===== src/rtl/xcvr_mode_pkg.sv =====
package xcvr_mode_pkg;

    typedef enum logic [2:0] {
        M_OFF    = 3'd0,
        M_STBY   = 3'd1,
        M_NORM   = 3'd2,
        M_SILENT = 3'd3,
        M_GTS    = 3'd4,
        M_SLEEP  = 3'd5
    } mode_e;

    localparam int NUM_SUPPLY = 2;
    localparam int SUP_CORE   = 0;
    localparam int SUP_IO     = 1;

    // Host level pair to requested active mode.
    function automatic mode_e pin_request(input logic awake, input logic sel);
        case ({awake, sel})
            2'b11:   return M_NORM;
            2'b10:   return M_SILENT;
            2'b01:   return M_GTS;
            default: return M_STBY;
        endcase
    endfunction

    function automatic logic drives_inh(input mode_e m);
        return (m != M_OFF) && (m != M_SLEEP);
    endfunction

endpackage


===== src/rtl/uv_filter.sv =====
module uv_filter #(
    parameter int DET_TICKS = 200,
    parameter int REC_TICKS = 800
) (
    input  logic clk,
    input  logic rst,
    input  logic clr,
    input  logic tick,
    input  logic raw_low,
    output logic flag,
    output logic set_now
);
    localparam int MAXT = (DET_TICKS > REC_TICKS) ? DET_TICKS : REC_TICKS;
    localparam int CW   = $clog2(MAXT + 1);
    localparam logic [CW-1:0] DET_LAST = CW'(DET_TICKS - 1);
    localparam logic [CW-1:0] REC_LAST = CW'(REC_TICKS - 1);

    logic [CW-1:0] cnt;
    logic          against;   // raw level disagrees with flag
    logic          last;

    assign against = flag ? !raw_low : raw_low;
    assign last    = flag ? (cnt == REC_LAST) : (cnt == DET_LAST);
    assign set_now = !clr && !flag && against && tick && last;

    always_ff @(posedge clk) begin
        if (rst || clr) begin
            flag <= 1'b0;
            cnt  <= '0;
        end else if (!against) begin
            cnt <= '0;
        end else if (tick) begin
            if (last) begin
                flag <= !flag;
                cnt  <= '0;
            end else begin
                cnt <= cnt + 1'b1;
            end
        end
    end
endmodule


===== src/rtl/gts_hold.sv =====
module gts_hold #(
    parameter int HOLD_TICKS = 10
) (
    input  logic clk,
    input  logic rst,
    input  logic run,
    input  logic tick,
    output logic done
);
    localparam int HW = $clog2(HOLD_TICKS + 1);
    localparam logic [HW-1:0] HMAX = HW'(HOLD_TICKS);

    logic [HW-1:0] cnt;

    assign done = (cnt == HMAX);

    always_ff @(posedge clk) begin
        if (rst || !run)
            cnt <= '0;
        else if (tick && !done)
            cnt <= cnt + 1'b1;
    end
endmodule


===== src/rtl/xcvr_mode_ctrl.sv =====
module xcvr_mode_ctrl
    import xcvr_mode_pkg::*;
#(
    parameter int HOLD_TICKS = 10,
    parameter int DET_TICKS  = 200,
    parameter int REC_TICKS  = 800
) (
    input  logic       clk,
    input  logic       rst,
    input  logic       tick,
    input  logic       ctl_awake,
    input  logic       ctl_sel,
    input  logic       batt_low,
    input  logic       core_low,
    input  logic       io_low,
    input  logic       wake_seen,
    output logic [2:0] mode,
    output logic       inh_on,
    output logic       por_flag,
    output logic       wake_clr,
    output logic       silent_from_norm
);
    mode_e mode_q, nxt;
    logic  host_sleep_q, host_sleep_n;
    logic  awake_q, wake_q;
    logic  awake_rise, wake_rise;
    logic  hold_done, uv_clr, uv_any;
    logic [NUM_SUPPLY-1:0] raw_low, uv_flag, uv_set;

    assign raw_low[SUP_CORE] = core_low;
    assign raw_low[SUP_IO]   = io_low;
    assign awake_rise = ctl_awake && !awake_q;
    assign wake_rise  = wake_seen && !wake_q;
    assign uv_any     = |uv_flag;
    assign uv_clr     = wake_rise || (mode_q == M_OFF) ||
                        ((mode_q == M_SLEEP) && awake_rise);

    for (genvar s = 0; s < NUM_SUPPLY; s++) begin : g_sup
        uv_filter #(.DET_TICKS(DET_TICKS), .REC_TICKS(REC_TICKS)) u_filt (
            .clk(clk), .rst(rst || batt_low), .clr(uv_clr), .tick(tick),
            .raw_low(raw_low[s]), .flag(uv_flag[s]), .set_now(uv_set[s])
        );
    end

    gts_hold #(.HOLD_TICKS(HOLD_TICKS)) u_hold (
        .clk(clk), .rst(rst || batt_low), .run(mode_q == M_GTS),
        .tick(tick), .done(hold_done)
    );

    always_comb begin
        mode_e req;
        req          = pin_request(ctl_awake, ctl_sel);
        nxt          = mode_q;
        host_sleep_n = host_sleep_q;
        case (mode_q)
            M_OFF: nxt = M_STBY;
            M_STBY, M_NORM, M_SILENT, M_GTS: begin
                if (uv_any) begin
                    nxt          = M_SLEEP;
                    host_sleep_n = 1'b0;
                end else if (mode_q == M_GTS && req == M_GTS &&
                             hold_done && !wake_seen) begin
                    nxt          = M_SLEEP;
                    host_sleep_n = 1'b1;
                end else begin
                    nxt = req;
                end
            end
            M_SLEEP: begin
                if (wake_seen)
                    nxt = M_STBY;
                else if (awake_rise && !uv_flag[SUP_IO])
                    nxt = ctl_sel ? M_NORM : M_SILENT;
                else if (!host_sleep_q && !uv_any)
                    nxt = M_STBY;
            end
            default: nxt = M_OFF;
        endcase
        if (batt_low) nxt = M_OFF;
    end

    always_ff @(posedge clk) begin
        if (rst || batt_low) begin
            mode_q           <= M_OFF;
            host_sleep_q     <= 1'b0;
            inh_on           <= 1'b0;
            por_flag         <= 1'b0;
            wake_clr         <= 1'b0;
            silent_from_norm <= 1'b0;
            awake_q          <= 1'b0;
            wake_q           <= 1'b0;
        end else begin
            mode_q       <= nxt;
            host_sleep_q <= host_sleep_n;
            inh_on       <= drives_inh(nxt);
            awake_q      <= ctl_awake;
            wake_q       <= wake_seen;
            wake_clr     <= ((nxt == M_NORM) && (mode_q != M_NORM)) || (|uv_set);
            if (mode_q == M_OFF)
                por_flag <= 1'b1;
            else if (nxt == M_NORM)
                por_flag <= 1'b0;
            if (nxt != M_SILENT)
                silent_from_norm <= 1'b0;
            else if (mode_q != M_SILENT)
                silent_from_norm <= (mode_q == M_NORM);
        end
    end

    assign mode = mode_q;
endmodule


===== config.mk =====
export PLATFORM = sky130hd
export DESIGN_NAME = xcvr_mode_ctrl
export DESIGN_NICKNAME = d
export VERILOG_FILES = /design/src/rtl/xcvr_mode_pkg.sv /design/src/rtl/uv_filter.sv /design/src/rtl/gts_hold.sv /design/src/rtl/xcvr_mode_ctrl.sv
export SDC_FILE = /design/constraint.sdc
export NUM_CORES = 1
export LEC_CHECK = 0
export ABC_AREA = 0
export ABC_CLOCK_PERIOD_IN_PS = 1550
export BUFFER_PORTS_ARGS = -buffer_cell sky130_fd_sc_hd__buf_2
export CAP_MARGIN = 20
export CORE_MARGIN = 1
export CORE_UTILIZATION = 52
export CTS_CLUSTER_SIZE = 28
export DETAILED_ROUTE_END_ITERATION = 8
export PLACE_DENSITY_LB_ADDON = 0.1
export SETUP_SLACK_MARGIN = 0.1
export SLEW_MARGIN = 20
export SYNTH_ARGS = -nofsm -noshare
export SYNTH_HDL_FRONTEND = slang
export SYNTH_SLANG_ARGS = --single-unit
export TNS_END_PERCENT = 100

===== constraint.sdc =====
create_clock -name clk -period 1.55 [get_ports clk]
set_input_delay 0.0775 -clock clk [delete_from_list [all_inputs] [get_ports clk]]
set_output_delay 0.0775 -clock clk [all_outputs]
set_load 0.01 [all_outputs]

==> results.py, run 1 <==
metrics = {
    "sta": {
        "period_share_pct": 109,
        "hold-worst-slack_ps": 32.4,
        "hold_violations": 0,
        "max_clock_freq_mhz": 592,
        "setup_viol": 23,
        "rsz0062_at_grt": "true",
        "worst_slack_ps": -140,
        "clock_skew_ps": 5.10,
        "tightest_slew_ps": 527,
        "slew_headroom_pct": 64.8,
        "fin_crit_ps": 1690,
        "slew_viol_final": 0,
    },
    "worst_setup_path": {
        "critPathTopFamily": "simple AND/OR/NAND/NOR gates",
        "cp-end-kind": "flip-flop",
        "max_stage_delay_ps": 510,
        "required_ps": 1790,
        "cp-start-kind": "flip-flop",
        "critical_path.cell_chain": "nand4_1 -> or4b_4 -> a211oi_4 -> mux2i_1 -> nor2_2",
        "worst-path-buf-inv": 0,
        "timing.critical_path.fanout_max": 5,
        "cp.arrival_ps": 1930,
        "cp_slowest_cell": "or4b_4",
        "critPathKind": "flip-flop to flip-flop",
    },
    "worst_hold_path": {
        "hp-class": "input port to flip-flop",
    },
    "floorplan": {
        "die_area_mm2": 0.00375,
        "die_x_um": 61.3,
        "rows": 21,
        "die_h_um": 61.3,
        "initial_core_util_pct": 54.7,
        "ios": 16,
        "core-area_mm2": 0.00334,
    },
    "pwr": {
        "pwr-share-comb_pct": 10.5,
        "seqPwrFrac_pct": 57.2,
        "ir_worst_vdd_mv": 0.363,
        "powerDensity_mw_per_mm2": 651,
        "p_int_uw": 1240,
        "switching_power_uw": 401,
        "p_sw_share_pct": 24.5,
        "clkPwrFrac_pct": 32.3,
        "p_leak_uw": 0.00101,
    },
    "yosys": {
        "synth_area_per_cell_um2": 8.99,
        "ys_types": 53,
        "syn_area_mm2": 0.00183,
        "ys_warn_count": 0,
        "ys.flop_type": "dfxtp_1",
        "synth_seq_cells": 36,
        "synth_async_sr_flop_share_pct": 0,
        "synth.net_count": 216,
        "synth_edf_count": 0,
        "seq_area_frac_synth_pct": 39.5,
        "synthCells": 203,
    },
    "global_route": {
        "grt_max_degree": 11,
        "antenna_found_initial": 0,
        "grt_pass1_wl_mm": 6.68,
        "overflow": 0,
        "gr-usage-all-layers_pct": 24.7,
        "grt_pass1_vias": 1573,
    },
    "drt": {
        "wl_met3_um": 156,
        "dr.pass1.iters": 4,
        "post-route-drc-count": 0,
        "wirelength_mm": 4.59,
        "drtIter0Drc": 82,
        "vias": 1666,
        "routed-wl-met2_mm": 2.39,
        "wire_per_inst_um": 14.9,
        "wl_met1_mm": 1.99,
        "vias_per_cell": 5.41,
        "antenna_left": 0,
        "routed.top_layer": "met4",
    },
    "finish": {
        "layout_common_cells": "34 x buf_4, 28 x dfxtp_1, 24 x nor2_1, 15 x buf_2, 14 x nor2_2",
        "final_area_mm2": 0.00252,
        "fin_nets": 274,
        "num-fill-cells": 250,
        "area_delta_synth_final_pct": 37.8,
        "diodes": 0,
        "mostFrequentLayoutCell": "buf_4",
        "drive_above_1_share_pct": 43.1,
    },
    "clocking": {
        "h-tree-depth": 2,
        "clockRootBuffer": "clkbuf_4",
        "clk_path_buf_depth": 2,
        "cts_buffers": 5,
        "clk_latency_ps": 340,
        "cts_tree": "built",
        "clkTransAtPathRegs_ps": 100,
        "clkSinkCount": 36,
    },
    "run_status": {
        "status": "finished with violations",
        "violations": "negative setup slack",
    },
    "placement": {
        "place_hpwl_mm": 3.16,
        "numPortBuffers": 15,
        "pre_cts_ws_ps": -152,
        "placed_area_mm2": 0.00221,
        "gp_congestion": 0.845,
    },
    "run": {
        "maxCapViolCount": 0,
    },
}
cells by family after synthesis:
group	synth area share (%)
flip-flops	39.5
adder cells (fa/ha/maj)	2.74
AO/OA/AOI/OAI	10.3
multiplexers	2.19
AND/OR/NAND/NOR	30.4
XOR/XNOR	11.5
buffers and inverters	3.43
path summary, 6_finish.rpt:
| check | end | startpoint | slack, ps | cells past startpoint |
|---|---|---|---|---|
| min reg2reg | silent_from_norm | mode[1] | 540 | 2 |
| min | g_sup[1].u_filt.flag | io_low | 30 | 3 |
| max reg2reg | g_sup[1].u_filt.flag | g_sup[1].u_filt.flag | -140 | 5 |
| max | g_sup[1].u_filt.flag | g_sup[1].u_filt.flag | -140 | 5 |
repair_timing:
item	CTS	global route
buffers inserted	1	3
hold buffers	1	0
resized for setup	13	33
cloned	2	0
endpoints found under the hold margin	1	0
endpoints found under the setup margin	28	30
pin swaps	7	13
layer usage:
metal / track usage (%) / vias up
li1: - / 829
met1: 28.1 / 790
met2: 45.0 / 41
met3: 5.46 / 6
met4: 9.09 / 0
met5: 0 / -
per-stage QoR:
step	utilization [%]	cells	setup TNS [ps]	total power [uW]
floorplan	-	203	-653	1030
global placement	66.4	294	-1410	1090
detailed placement	66.4	294	-2030	1100
CTS	71.5	306	-1700	1630
global route	75.4	308	-3650	1690
finish	75.4	308	-2230	1640
worst reg2reg max path, cell delays in order (launching register included):
cell	delay, ps
dfxtp_4	380
nand4_1	110
or4b_4	510
a211oi_4	310
mux2i_1	250
nor2_2	40
state kept, by name, summed over array words and instances (netlist names):
register,cells
awake_q,1
g_sup.u_filt.cnt,20
g_sup.u_filt.flag,2
host_sleep_q,1
inh_on,1
mode,3
por_flag,1
silent_from_norm,1
u_hold.cnt,4
wake_clr,1
wake_q,1
power by group through the flow:
| stage | Sequential [uW] | Combinational [uW] | Clock (uW) |
|---|---|---|---|
| after floorplan | 961 | 73.7 | 0 |
| after global placement | 961 | 133 | 0 |
| after detailed placement | 961 | 136 | 0 |
| after CTS | 938 | 152 | 543 |
| after global routing | 938 | 182 | 572 |
| final | 936 | 173 | 528 |
final cells by class:
type / instances / area (um^2) / share of cell area (%)
Multi-Input combinational cell: 157 / 1230 / 49.0
Tap cell: 46 / 57.6 / 2.29
Timing Repair Buffer: 55 / 405 / 16.1
Sequential cell: 36 / 738 / 29.3
Inverter: 6 / 22.5 / 0.895
Clock buffer: 8 / 58.8 / 2.34
cells in the mapped netlist (4+ instances only):
cell	n	area share [%]
nor2_1	37	7.6
dfxtp_1	36	39
xnor2_1	12	5.8
xor2_1	12	5.8
nand2_1	10	2.1
nand4_1	9	3.1
nand3_1	7	1.9
inv_1	6	1.2
o21ai_0	5	1.4
ha_1	4	2.7
mux2i_1	4	2.2
(Power assumes the default switching activity.)
==> run 2, diff against run 1 <==
--- a/config.mk
+++ b/config.mk
@@ -10,10 +10,12 @@
 export BUFFER_PORTS_ARGS = -buffer_cell sky130_fd_sc_hd__buf_2
 export CAP_MARGIN = 20
 export CORE_MARGIN = 1
-export CORE_UTILIZATION = 52
+export CORE_UTILIZATION = 55
+export CTS_BUF_LIST = sky130_fd_sc_hd__clkbuf_8
 export CTS_CLUSTER_SIZE = 28
 export DETAILED_ROUTE_END_ITERATION = 8
 export PLACE_DENSITY_LB_ADDON = 0.1
+export RECOVER_POWER = 25
 export SETUP_SLACK_MARGIN = 0.1
 export SLEW_MARGIN = 20
 export SYNTH_ARGS = -nofsm -noshare
==> results.py, run 2 (synthesized netlist as in run 1, its figures left out) <==
metrics = {
    "run_status": {
        "status": "finished with violations",
        "violations": "negative setup slack",
    },
    "worst_setup_path": {
        "max_stage_delay_ps": 510,
        "cp-start-kind": "flip-flop",
        "cp.arrival_ps": 1850,
        "required_ps": 1720,
        "cp-end-kind": "flip-flop",
        "cp_slowest_cell": "or4b_4",
        "critical_path.cell_chain": "nand4_1 -> or4b_4 -> a211oi_4 -> mux2i_1 -> nor2_2",
        "timing.critical_path.fanout_max": 5,
        "critPathKind": "flip-flop to flip-flop",
    },
    "finish": {
        "fin_nets": 266,
        "regMostFlops": "g_sup.u_filt.cnt",
        "instances_no_fill": 298,
        "largest_register_ffs": 20,
        "drive_above_1_share_pct": 36.6,
        "layout_common_cells": "35 x nor2_1, 27 x buf_4, 25 x dfxtp_1, 13 x buf_2",
        "mostFrequentLayoutCell": "nor2_1",
        "area_delta_synth_final_pct": 30.9,
        "final_area_mm2": 0.00239,
        "diodes": 0,
        "finish.utilization_pct": 77.0,
    },
    "floorplan": {
        "initial_core_util_pct": 58.8,
        "rows": 20,
        "die_x_um": 59.6,
        "die_area_mm2": 0.00355,
        "die_h_um": 59.6,
        "core-area_mm2": 0.00310,
        "ios": 16,
    },
    "clocking": {
        "clkSinkCount": 36,
        "cts_buffers": 5,
        "cts_tree": "built",
        "clk_latency_ps": 280,
        "clockRootBuffer": "clkbuf_8",
        "h-tree-depth": 2,
        "clkTransAtPathRegs_ps": 70,
        "clk_path_buf_depth": 2,
    },
    "sta": {
        "setup_viol": 23,
        "fin_crit_ps": 1680,
        "rsz0062_at_grt": "true",
        "max_clock_freq_mhz": 595,
        "tightest_slew_ps": 479,
        "worst_slack_ps": -132,
        "slew_headroom_pct": 67.8,
        "clock_skew_ps": 10.4,
        "slew_viol_final": 0,
        "hold_violations": 0,
        "period_share_pct": 108,
    },
    "global_route": {
        "antenna_found_initial": 0,
        "grt_pass1_vias": 1484,
        "overflow": 0,
        "gr-usage-all-layers_pct": 24.3,
        "grt_pass1_wl_mm": 6.44,
        "grt_max_degree": 15,
    },
    "drt": {
        "vias": 1666,
        "wire_per_inst_um": 14.3,
        "post-route-drc-count": 0,
        "antenna_left": 0,
        "wirelength_mm": 4.27,
        "drtIter0Drc": 92,
        "dr.pass1.iters": 4,
        "vias_per_cell": 5.59,
    },
    "placement": {
        "dp.cells": 286,
        "gp_congestion": 0.852,
        "numPortBuffers": 15,
        "place_hpwl_mm": 3.04,
        "pre_cts_ws_ps": -164,
        "placed_area_mm2": 0.00217,
    },
    "run": {
        "maxCapViolCount": 0,
    },
    "pwr": {
        "ir_worst_vdd_mv": 0.611,
        "p_leak_uw": 0.000924,
        "powerDensity_mw_per_mm2": 742,
        "power_uw": 1770,
    },
    "worst_hold_path": {
        "hp-class": "input port to flip-flop",
    },
}
[run 2: cell types whose count changed in the layout (fill, tap and decap cells not counted), moves of 3 or more]
cell	change
nor2_2	-10
dfxtp_1	-3
clkbuf_8	+5
nor2_1	+11
clkbuf_4	-5
dfxtp_2	+3
buf_4	-7
[run 2: critical path, delay by kind of cell (launching register included)]
family	cells	cell delay, ps
muxes	1	250
and+or+nand+nor	3	660
DFF	1	380
AOI/OAI and AO/OA	1	290
[run 2: area by class of cell]
| class | instances | area [um^2] |
|---|---|---|
| Clock inverter | 2 | 10.0 |
| Sequential cell | 36 | 742 |
| Inverter | 6 | 22.5 |
| Fill cell | 235 | 713 |
| Multi-Input combinational cell | 156 | 1150 |
| Tap cell | 44 | 55.1 |
| Clock buffer | 6 | 82.6 |
| Timing Repair Buffer | 48 | 328 |
[run 2: path summary, 6_finish.rpt]
path,start,end,slack (ps),cells past startpoint
setup / recovery,g_sup[1].u_filt.flag,g_sup[1].u_filt.flag,-130,5
hold / removal,ctl_awake,awake_q,70,2
hold reg to reg,g_sup[0].u_filt.cnt[8],g_sup[0].u_filt.cnt[8],520,2
setup reg to reg,g_sup[1].u_filt.flag,g_sup[1].u_filt.flag,-130,5
[run 2: through the flow]
stage | hold WS (ps) | TNS [ps]
final | 72.3 | -1970
after global routing | 83.0 | -3940
after CTS | 60.3 | -2110
after detailed placement | 357 | -2230
after global placement | 347 | -1720
after floorplan | 199 | -653
[run 2: repair_timing]
item,in CTS,in global routing
hold buffers,0,0
cloned,1,0
endpoints found under the setup margin,27,31
gates resized for setup,13,18
setup buffers,0,3
pin swaps,6,10
[run 2: where the power goes]
part	internal (uW)	switching (uW)	leakage, uW	total [uW]
sequential	929	6.93	0.000297	936
combinational	71.4	80.9	0.000576	152
clock	355	331	0.0000510	686
[run 2: metal layers]
| layer | vias up | wire (um) | track usage (%) |
|---|---|---|---|
| met2 | 44 | 2190 | 43.0 |
| met5 | - | 0 | 0 |
| li1 | 815 | - | - |
| met3 | 12 | 211 | 5.02 |
| met4 | 0 | 81 | 6.98 |
| met1 | 795 | 1780 | 29.7 |
